--- config.mk ---
export PLATFORM = sky130hd
export DESIGN_NAME = ctrl_alu16
export DESIGN_NICKNAME = d
export VERILOG_FILES = /design/src/rtl/alu16_pkg.sv /design/src/rtl/alu_operand_prep.sv /design/src/rtl/alu_core.sv /design/src/rtl/alu_finish.sv /design/src/rtl/ctrl_alu16.sv
export SDC_FILE = /design/constraint.sdc
export NUM_CORES = 1
export LEC_CHECK = 0
export CAP_MARGIN = 20
export CORE_MARGIN = 5
export CORE_UTILIZATION = 50
export DETAILED_ROUTE_END_ITERATION = 10
export DONT_BUFFER_PORTS = 1
export PLACE_DENSITY = 0.76
export SLEW_MARGIN = 10
export SYNTH_ARGS = -nofsm -noshare
export SYNTH_HDL_FRONTEND = slang
export SYNTH_HIERARCHICAL = 1
export SYNTH_SLANG_ARGS = --single-unit
--- constraint.sdc ---
create_clock -name vclk -period 9.2
set_input_delay 0.46 -clock vclk [all_inputs]
set_output_delay 0.46 -clock vclk [all_outputs]
set_load 0.01 [all_outputs]
--- src/rtl/alu16_pkg.sv ---
package alu16_pkg;

    localparam int unsigned ALU_W = 16;

    typedef struct packed {
        logic zero_x;
        logic inv_x;
        logic zero_y;
        logic inv_y;
        logic sel_add;
        logic inv_out;
    } alu_ctrl_t;

    typedef struct packed {
        logic is_zero;
        logic is_neg;
    } alu_flags_t;

endpackage

--- src/rtl/alu_operand_prep.sv ---
module alu_operand_prep #(
    parameter int unsigned W = alu16_pkg::ALU_W
) (
    input  logic [W-1:0] raw,
    input  logic         clr,
    input  logic         inv,
    output logic [W-1:0] prepped
);
    logic [W-1:0] cleared;

    // Clearing must happen ahead of inversion: both set gives all ones.
    always_comb begin
        cleared = clr ? '0 : raw;
        prepped = inv ? ~cleared : cleared;
    end
endmodule

--- src/rtl/alu_core.sv ---
module alu_core #(
    parameter int unsigned W = alu16_pkg::ALU_W
) (
    input  logic [W-1:0] a,
    input  logic [W-1:0] b,
    input  logic         sel_add,
    output logic [W-1:0] core
);
    localparam int unsigned SUM_W = W + 1;

    logic [SUM_W-1:0] wide_sum;
    logic [W-1:0]     and_bits;

    assign wide_sum = {1'b0, a} + {1'b0, b};

    for (genvar i = 0; i < W; i++) begin : g_and
        assign and_bits[i] = a[i] & b[i];
    end

    // The top bit of wide_sum (carry out) is intentionally left unused.
    assign core = sel_add ? wide_sum[W-1:0] : and_bits;

    logic unused_carry;
    assign unused_carry = wide_sum[SUM_W-1];
endmodule

--- src/rtl/alu_finish.sv ---
module alu_finish #(
    parameter int unsigned W = alu16_pkg::ALU_W
) (
    input  logic [W-1:0]          core,
    input  logic                  inv,
    output logic [W-1:0]          final_val,
    output alu16_pkg::alu_flags_t flags
);
    always_comb begin
        final_val     = inv ? ~core : core;
        flags.is_zero = (final_val == '0);
        flags.is_neg  = final_val[W-1];
    end
endmodule

--- src/rtl/ctrl_alu16.sv ---
module ctrl_alu16 #(
    parameter int unsigned W = alu16_pkg::ALU_W
) (
    input  logic [W-1:0] op_x,
    input  logic [W-1:0] op_y,
    input  logic         zero_x,
    input  logic         inv_x,
    input  logic         zero_y,
    input  logic         inv_y,
    input  logic         sel_add,
    input  logic         inv_out,
    output logic [W-1:0] result,
    output logic         is_zero,
    output logic         is_neg
);
    import alu16_pkg::*;

    alu_ctrl_t  ctrl;
    alu_flags_t flags;
    logic [W-1:0] px, py, core_val;

    assign ctrl = '{zero_x: zero_x, inv_x: inv_x, zero_y: zero_y,
                    inv_y: inv_y, sel_add: sel_add, inv_out: inv_out};

    alu_operand_prep #(.W(W)) u_prep_x (
        .raw(op_x), .clr(ctrl.zero_x), .inv(ctrl.inv_x), .prepped(px)
    );

    alu_operand_prep #(.W(W)) u_prep_y (
        .raw(op_y), .clr(ctrl.zero_y), .inv(ctrl.inv_y), .prepped(py)
    );

    alu_core #(.W(W)) u_core (
        .a(px), .b(py), .sel_add(ctrl.sel_add), .core(core_val)
    );

    alu_finish #(.W(W)) u_finish (
        .core(core_val), .inv(ctrl.inv_out), .final_val(result), .flags(flags)
    );

    assign is_zero = flags.is_zero;
    assign is_neg  = flags.is_neg;
endmodule

# --- Yosys cells after proc, flatten, opt, wreduce, memory -nomap -nowiden ---
# Index checks and enable logic that the tools add are counted.
word_totals:
  reg_bits: 0
  out_inout_bits: 18
  word_cells: 27
classes:
  add_sub_neg: 1
  muxes: 6
  n_bitwise: 19
  reduce_logical: 1
op_table:
  columns: ["op", "n"]
  rows:
  - ["2-to-1 mux 16 bit", 6]
  - ["inverter 16 bit", 3]
  - ["adder 16 bit", 1]
  - ["bitwise AND 1 bit", 16]
  - ["logical NOT 16 bit", 1]

# --- Depth between registers and ports, before layout ---
# Gate-level depths: netlist of the first run.
depth:
  ltp_word: 8
  ltp_mapped: 13
  depth_no_buf: 12

# --- Hierarchy ---
# Netlist of the first run, hierarchy kept.
by_module_without_submodules:
  columns: ["module", "instances", "cells_each", "area_each_um2", "seq_area_each_um2"]
  rows:
  - ["alu_core", 1, 133, 978.4, 0.0]
  - ["alu_operand_prep", 2, 35, 432.9, 0.0]
  - ["alu_finish", 1, 32, 264.0, 0.0]

# --- Worst setup path after synthesis of the first run ---
# No wires, ideal clock.
synth_timing:
  kind: "input to output"
  start: "input port zero_x"
  end: "output port is_zero"
  arrival_time_ns: 3.397
  t_required_ns: 8.740
  path_slack_ns: 5.343
  stages: 12
  n_path_buf: 0
  path_cell_list: "nand2b_1 xnor2_1 ha_1 fa_1 a21o_1 a221oi_2 a31oi_1 or3_1 a31o_1 or4_1 mux2i_1 and4_1"
synth_between:
  elab_chain_cells: 8
synth_rtl:
  columns: ["element", "line", "text"]
  rows:
  - ["start: declaration", "ctrl_alu16.sv:6", "input logic zero_x,"]
  - ["2-to-1 mux 16 bit *", "alu_operand_prep.sv:13", "cleared = clr ? '0 : raw;"]
  - ["inverter 16 bit", "alu_operand_prep.sv:14", "prepped = inv ? ~cleared : cleared;"]
  - ["2-to-1 mux 16 bit *", "alu_operand_prep.sv:14", null]
  - ["net px[0]", "ctrl_alu16.sv:20", "logic [W-1:0] px, py, core_val;"]
  - ["adder 16 bit *", "alu_core.sv:14", "assign wide_sum = {1'b0, a} + {1'b0, b};"]
  - ["2-to-1 mux 16 bit *", "alu_core.sv:21", "assign core = sel_add ? wide_sum[W-1:0] : and_bits;"]
  - ["net core_val[10]", "ctrl_alu16.sv:20", null]
  - ["inverter 16 bit", "alu_finish.sv:10", "final_val = inv ? ~core : core;"]
  - ["2-to-1 mux 16 bit *", "alu_finish.sv:10", null]
  - ["logical NOT 16 bit *", "alu_finish.sv:11", "flags.is_zero = (final_val == '0);"]
  - ["end: declaration", "ctrl_alu16.sv:13", "output logic is_zero,"]
# Mark *: on every way through the listed nets, which the timed path passes. The rest lies on a longest branch.

# --- Final worst setup path of the first run ---
# Ends and elaborated chain as after synthesis.

==> metrics.txt, run 1 <==
vias per cell=a little under 6; number of max-cap violations=0; status=completed; critical path launch point type=input port; drt first pass iters=4; synthesized instance count=around 240; FMAX=0.245 GHz; Setup TNS=0 ns; Pwr Density=between 100 and 150 nW/µm²; final-layout clock buffer total=0; Slew headroom=0.590; number of global-route vias before repair=1547; Die ar.=between 5000 and 6000 µm²; Cell Rows=23; global-route track usage on met1=0.230; Netlist Area Pre-Place=between 2000 and 2500 µm²; crit path max fanout=16; Antenna Nets Post-Route=0; maximum vdd drop=approximately 0.000033 V; HP Start=inv_out; Placer Congestion=around 0.91; HP Class=input port to output pin; FF/Latch Area=0 µm²; XOR/XNOR Fraction of Synth Area=0.308; Detailed Place HPWL=about 3500 µm; first-pass GRT wire length=between 7000 and 8000 µm; met2 Use GR=0.242; Die Ht=between 70 and 80 µm; ant diodes=0; WL/cell=roughly 15 µm; Initial Utilization=0.520; Finished Cell Area=between 2000 and 2500 µm²; total global routing overflow=0; sequential fraction of the synthesis area=0; RSZ-0062 raised after global routing=no; Resized Gates After CTS=0; CP Capture Type=output pin; Synth cell types=48; Seq cells=0; Post-CTS Hold Buffers=0; Leak=about 0.0009 µW; Post-CTS Setup Inserts=0; chip width=74.9 µm; Synth Net Count=between 200 and 300; Tightest Pin Transition=slightly above 0.6 ns; area of the multi-input gates=between 1500 and 2000 µm²; Fin. Hold Viols=0; Post-Synth Simple-Gate Area=0.291; port bufs=0; initial antenna violation count=0; Placement Cell Area=2050 µm²; M3 GR Usage=0.0120; largest family of logic cells by synthesized area=XOR/XNOR gates; Final nets=280; Core ar.=4060 µm²; Syn. warnings=6; max-slew violations=0; crit path time final=around 4.1 ns; IO Pins=56; Setup violations, final=0; post-synthesis adder-cell area fraction=0.104; WP data required=slightly below 9 ns; GR Util All Layers=0.151; layout cell share with drive strength beyond 1=0.242; number of remaining DRC errors=0; Final period util=0.444; area grow syn2layout=-2.55%; worst path arrival time=around 3.6 ns; pin count of the biggest net entering global routing=25; number of fill cells=roughly 380; Routed WL=4210 µm; Iter 0 DRT Violations=between 100 and 150; Compound-Gate Fraction of Synth Area=0.155; most used routing layer=met2; via count=between 1.5k and 2k; beginning of the critical path=zero_x; post-synthesis mux area share=0.0766; syn_area_per_cell=8.97 µm²; critical path class=input port to output pin
report_power, final:
part	switching [µW]	internal [µW]
sequential	0	0
combinational	115	96.8
clock	0	0
routing by layer:
| metal | share of wire | vias up | wire length, µm |
|---|---|---|---|
| li1 | - | 810 | - |
| met1 | 0.47 | 726 | 2000 |
| met2 | 0.45 | 58 | 1890 |
| met3 | 0.077 | 0 | 326 |
| met4 | 0 | 0 | 0 |
| met5 | 0 | - | 0 |
placed cells by master (no fill, tap or decap), types with 3 or more instances in the layout:
master	n
o211ai_1	3
ha_1	16
inv_1	4
nand2b_1	13
nor2_1	10
nand2b_4	20
or4_1	4
a21oi_1	13
xor2_1	18
mux2i_1	6
xnor2_1	19
nand2_1	14
nand4_1	6
a21o_1	4
mux2_2	9
o21ai_0	8
xnor2_2	20
logic make-up (layout without fill, tap and decap cells):
group / Yosys count / after routing
xor+xnor: 57 / 57
buf+inv: 17 / 5
fa+ha+maj: 17 / 17
compound gates: 47 / 47
mux: 15 / 15
simple gates: 82 / 82
synth_stat cells, drive strengths merged:
| master | count | area (µm²) |
|---|---|---|
| and4 | 2 | 17.5 |
| nor2 | 10 | 37.5 |
| nand2b | 33 | 357 |
| clkinv | 1 | 3.75 |
| a211oi | 2 | 25.0 |
| a21o | 4 | 30.0 |
| nand3 | 2 | 10.0 |
| nor2b | 1 | 6.26 |
| or4 | 4 | 30.0 |
| a2111oi | 1 | 8.76 |
| inv | 4 | 15.0 |
| mux2i | 6 | 60.1 |
| fa | 1 | 20.0 |
| ha | 16 | 200 |
| clkbuf | 3 | 11.3 |
| o311ai | 2 | 17.5 |
| nor3b | 1 | 7.51 |
| a41oi | 1 | 8.76 |
| o31a | 2 | 17.5 |
| or2 | 1 | 6.26 |
| nand3b | 2 | 15.0 |
| o31ai | 2 | 15.0 |
| o21ai | 9 | 45.0 |
| a221o | 1 | 10.0 |
| xnor2 | 39 | 492 |
| nand2 | 14 | 52.6 |
| xor2 | 18 | 158 |
| a221oi | 2 | 23.8 |
| or3 | 2 | 12.5 |
| nor4 | 2 | 12.5 |
| nand4 | 6 | 37.5 |
| and3 | 2 | 12.5 |
| buf | 9 | 105 |
| a31oi | 2 | 12.5 |
| a211o | 1 | 8.76 |
| mux2 | 9 | 101 |
| a31o | 1 | 8.76 |
| o211ai | 3 | 22.5 |
| a21oi | 14 | 73.8 |
final timing paths:
check	end	slack, ns	cells after the start
worst min-delay path	result[3]	1.01	1
worst max-delay path	is_zero	5.11	12
metrics by stage:
stage	hold WS, ns	setup slack [ns]	instances	util	power [µW]
floorplan	1.21	5.34	235	-	192
global route	1.01	4.93	273	0.506	234
CTS	1.01	5.15	273	0.506	212
global placement	1.01	5.20	273	0.506	207
detailed placement	1.01	5.15	273	0.506	210
finish	1.01	5.11	273	0.506	212
critical path: stages:
cell and delay [ns]:
nand2b_1 0.13, xnor2_1 0.14, ha_1 0.26, fa_1 0.41
a21o_1 0.23, a221oi_2 0.38, a31oi_1 0.15, or3_1 0.32
a31o_1 0.25, or4_1 0.50, mux2i_1 0.14, and4_1 0.27
layout make-up:
class | count | area share
multi-input cells | 218 | 0.960
well taps | 50 | 0.0305
inverters | 5 | 0.00914
Power figures use the tool's default switching activity.
==> run 2: changes to the inputs <==
--- a/config.mk
+++ b/config.mk
@@ -5,12 +5,13 @@
 export SDC_FILE = /design/constraint.sdc
 export NUM_CORES = 1
 export LEC_CHECK = 0
+export ABC_AREA = 1
 export CAP_MARGIN = 20
 export CORE_MARGIN = 5
 export CORE_UTILIZATION = 50
 export DETAILED_ROUTE_END_ITERATION = 10
 export DONT_BUFFER_PORTS = 1
-export PLACE_DENSITY = 0.76
+export PLACE_DENSITY = 0.79
 export SLEW_MARGIN = 10
 export SYNTH_ARGS = -nofsm -noshare
 export SYNTH_HDL_FRONTEND = slang
==> constraint.sdc (replaced) <==
create_clock -name vclk -period 3.3
set_input_delay 0.165 -clock vclk [all_inputs]
set_output_delay 0.165 -clock vclk [all_outputs]
set_load 0.01 [all_outputs]
==> metrics.txt, run 2 <==
Tightest Pin Transition=0.532 ns (-0.0777 ns); Slew headroom=0.645 (+0.0547); pre-CTS WS=0.457 ns (-4.69 ns); Final Util=0.491 (-0.0151); via count=2490 (+56%); Setup violations, final=0 (unchanged); crit path max fanout=32 (+16); status=completed; CP most frequent cell=nand2_1; drt first pass iters=4 (unchanged); vias per cell=5.02 (-14%); Die Ht=78.1 µm (+4.2%); Routed WL=5400 µm (+28%); layout cell share with drive strength beyond 1=0.0878 (-0.154); IO Pins=56 (unchanged); Leak=0.00140 µW (+54%); sequential fraction of the synthesis area=0 (unchanged); CP Cell Sequence=inv_2 > nand2_1 > nand2_1 > nand2_1 > ha_1 > fa_1 > nand2_1 > nand2_1 > and2_4 > nand3_1 > nand3_1 > nand2_1 > nand3_1 > nand2_1 > nand2_1 > nand2_1 > nand2_1 > nor2_1 > nand2_1 > nor2_1; Seq cells=0 (unchanged); Fin. Hold Viols=0 (unchanged); Yosys top cell area share=0.410 (+0.256); number of remaining DRC errors=0 (unchanged); Iter 0 DRT Violations=204 (+46%); number of global-route vias before repair=2195 (+42%); Resized Gates After CTS=0 (unchanged); Combinational Power Share=1.000 (about the same); Pwr Density=213 nW/µm² (+110%); Pint=160 µW (+65%); Synth top cells by count=nand2_1, inv_1, nand3_1; Cell Rows=24 (+4.3%); Die ar.=6090 µm² (+8.5%); Detailed Place HPWL=4600 µm (+31%); number of fill cells=480 (+27%); sequential cell fraction of total power=0 (unchanged); chip width=78.1 µm (+4.2%); synth top area cells=nand2_1, inv_1, nand3_2; number of max-cap violations=0 (unchanged); Max stage delay on crit path=0.40 ns (-0.10 ns); Synth Net Count=517 (+78%); Final nets=501 (+79%); initial antenna violation count=0 (unchanged); HP Start=inv_out; Core ar.=4410 µm² (+8.8%); Initial Utilization=0.525 (+0.00508); CP Capture Type=output pin; port bufs=0 (unchanged); syn_area_per_cell=5.01 µm² (-44%); WP data required=3.13 ns (-5.61 ns); Netlist Area Pre-Place=2320 µm² (+9.9%); most frequent cell after synthesis=nand2_1; synthesized instance count=462 (+97%); PnR worst setup slack=0.441 ns (-4.67 ns); sw frac=0.653 (+0.110); ant diodes=0 (unchanged); Setup TNS=0 ns (unchanged); FF/Latch Area=0 µm² (unchanged); total chip power=461 µW (+120%); Syn. warnings=6 (unchanged); Clock power frac=0 (unchanged); final-layout clock buffer total=0 (unchanged); Post-CTS Hold Buffers=0 (unchanged); WP buf/inv=1 (+1); HP Class=input port to output pin; critical path class=input port to output pin; Synth cell types=29 (-40%); Hold EP=result[1]; Slowest-stage cell, CP=fa_1; GR Util All Layers=0.175 (+0.0243); critical path's top delay family=simple AND/OR/NAND/NOR gates; Antenna Nets Post-Route=0 (unchanged); total global routing overflow=0 (unchanged); RSZ-0062 raised after global routing=no; maximum vdd drop=0.0000985 V (+200%); first-pass GRT wire length=9470 µm (+34%); Final period util=0.866; most frequent cells in the layout=nand2_1, inv_1, nand3_1, nand3_2, nor2_1; critical path launch point type=input port; area grow syn2layout=-6.37%; pin count of the biggest net entering global routing=33 (+32%); Post-CTS Setup Inserts=0 (unchanged); crit path time final=about 2.9 ns; WL/cell=10.9 µm (-29%); Worst Hold Depth=2 (+1); worst path arrival time=2.69 ns (-0.94 ns); commonest non-fill, non-tap cell in the layout=nand2_1; Sw Pwr=301 µW (+160%); FMAX=roughly 0.35 GHz; Placer Congestion=0.968 (+5.9%); leading area contributor after synthesis=nand2_1; Hold WS=0.493 ns (-0.512 ns); max-slew violations=0 (unchanged)
-- run 2: cell families after synthesis --
logic type | Yosys count | share of synthesized area
fa+ha+maj | 17 | 0.0951
compound gates | 15 | 0.0373
buf+inv | 93 | 0.224
xor+xnor | 3 | 0.0113
simple gates | 334 | 0.633
-- run 2: per-stage QoR --
step,instances,instance area (µm²)
2_1_floorplan,462,2320
3_3_place_gp,496,2170
6_report,496,2170
3_5_place_dp,496,2170
5_1_grt,496,2170
4_1_cts,496,2170
-- run 2: layout make-up --
cell class	instances	area (µm²)	share of cell area
Tap cell	52	65.1	0.0300
Inverter	74	298	0.137
Multi-Input combinational cell	369	1800	0.829
Timing Repair Buffer	1	7.51	0.00346
-- run 2: how the worst max path moves through the flow --
stage            from       to  slack, ns  depth (start not counted)
2_1_floorplan  zero_x  is_zero       0.87                         21
3_3_place_gp   zero_y  is_zero       0.53                         20
3_5_place_dp   zero_y  is_zero       0.46                         20
4_1_cts        zero_y  is_zero       0.44                         20
5_1_grt        zero_y  is_zero       0.08                         20
6_report       zero_y  is_zero       0.44                         20
-- run 2: metal layers --
metal / track usage / wire length [µm]
met5: 0 / 0
met4: 0.00338 / 0
met3: 0.0263 / 510
met2: 0.278 / 2270
met1: 0.264 / 2630
-- run 2: power groups by stage --
stage | clock network, µW | registers (µW) | logic, µW
detailed placement | 0 | 0 | 457
finish | 0 | 0 | 461
global placement | 0 | 0 | 446
floorplan | 0 | 0 | 420
CTS | 0 | 0 | 458
global route | 0 | 0 | 537
==> run 3: changes to the inputs <==
--- a/config.mk
+++ b/config.mk
@@ -7,7 +7,7 @@
 export LEC_CHECK = 0
 export ABC_AREA = 1
 export CAP_MARGIN = 20
-export CORE_MARGIN = 5
+export CORE_MARGIN = 2
 export CORE_UTILIZATION = 50
 export DETAILED_ROUTE_END_ITERATION = 10
 export DONT_BUFFER_PORTS = 1
==> metrics.txt, run 3 (synthesis gave the netlist of run 2 again) <==
worst path arrival time=2.67 ns (-0.02 ns); Setup TNS=0 ns (unchanged); WL/cell=10.4 µm (-4.4%); max-slew violations=0 (unchanged); GR Util All Layers=0.202 (+0.0270); Die ar.=5190 µm² (-15%); Slew headroom=0.655 (+0.0106); Tightest Pin Transition=0.516 ns (-0.0159 ns); Cell Rows=24 (unchanged); Leak=0.00140 µW (unchanged); total global routing overflow=0 (unchanged); Pwr Density=213 nW/µm² (about the same); Final period util=0.858 (-0.00847); Setup violations, final=0 (unchanged); Placer Congestion=0.962 (-0.61%); most frequent cells in the layout=nand2_1, inv_1, nand3_1, nand3_2, nor2_1; number of remaining DRC errors=0 (unchanged); Resized Gates After CTS=0 (unchanged); Iter 0 DRT Violations=128 (-37%); pre-CTS WS=0.471 ns (+0.0139 ns); Initial Utilization=0.525 (unchanged); via count=2448 (-1.7%); number of global-route vias before repair=2111 (-3.8%); area of the multi-input gates=1800 µm² (unchanged); ant diodes=0 (unchanged); WP data required=3.13 ns (about the same); Core ar.=4410 µm² (unchanged); port bufs=0 (unchanged); FF/Latch Area=0 µm² (unchanged); commonest non-fill, non-tap cell in the layout=nand2_1; Detailed Place HPWL=4470 µm (-2.8%); Final nets=501 (unchanged); layout cell share with drive strength beyond 1=0.0878 (unchanged); Antenna Nets Post-Route=0 (unchanged); initial antenna violation count=0 (unchanged); critical path launch point type=input port; FMAX=0.353 GHz (+0.99%); final-layout clock buffer total=0 (unchanged); pin count of the biggest net entering global routing=33 (unchanged); Post-CTS Setup Inserts=0 (unchanged); IO Pins=56 (unchanged); vias per cell=4.94 (-1.7%); crit path time final=2.83 ns (-0.0280 ns); CP Capture Type=output pin; crit path max fanout=32 (unchanged); Seq cells=0 (unchanged); Die Ht=72.1 µm (-7.7%); drt first pass iters=4 (unchanged); PnR worst setup slack=0.469 ns (+0.0280 ns); chip width=72.1 µm (-7.7%); Fin. Hold Viols=0 (unchanged); area grow syn2layout=-6.37% (unchanged); Routed WL=5160 µm (-4.4%); maximum vdd drop=0.0000889 V (-9.7%); critical path class=input port to output pin; Post-CTS Hold Buffers=0 (unchanged); number of fill cells=504 (+5.0%); HP Class=input port to output pin; number of max-cap violations=0 (unchanged); RSZ-0062 raised after global routing=no; status=completed; first-pass GRT wire length=8910 µm (-6.0%)
[run 3: cell counts in the layout (fill, tap and decap cells not counted)]
Identical to the previous run, type by type.
[run 3: layout make-up]
class | instances | area share
inverter | 74 | 0.137
tap | 52 | 0.0300
timing repair buffer | 1 | 0.00346
multi-input combinational | 369 | 0.829
[run 3: per-stage QoR]
step           power, µW  cell area, µm²  cells  hold WS [ns]  utilization
2_1_floorplan        420            2320    462         0.609            -
3_3_place_gp         447            2170    496         0.494        0.491
3_5_place_dp         457            2170    496         0.491        0.491
4_1_cts              459            2170    496         0.491        0.491
5_1_grt              532            2170    496         0.505        0.491
6_report             461            2170    496         0.491        0.491
[run 3: report_power, final]
group	internal [µW]	switching, µW	leakage, µW
sequential	0	0	0
combinational	160	301	0.00140
clock	0	0	0
[run 3: layer usage]
layer / wire length [µm] / GRT usage
met1: 2620 / 0.298
met2: 2190 / 0.340
met3: 356 / 0.0167
met4: 0 / 0
met5: 0 / 0
[run 3: worst max-delay path: stages]
cell     delay, ns
inv_2         0.37
nand2_1       0.10
nand2_1       0.08
nand2_1       0.05
ha_1          0.23
fa_1          0.41
nand2_1       0.10
nand2_1       0.07
nand3_1       0.07
nand2_1       0.09
nand2_1       0.11
nand3_1       0.08
nand3_1       0.09
nand2_1       0.07
inv_1         0.06
nand2_1       0.04
nand2_1       0.07
nand2_1       0.06
nor2_1        0.10
nand2_1       0.06
nor2_1        0.19
[run 3: worst paths after layout]
path / from / endpoint / slack [ns] / cells after the start
worst max-delay path: zero_y / is_zero / 0.47 / 21
worst min-delay path: inv_out / result[1] / 0.49 / 2
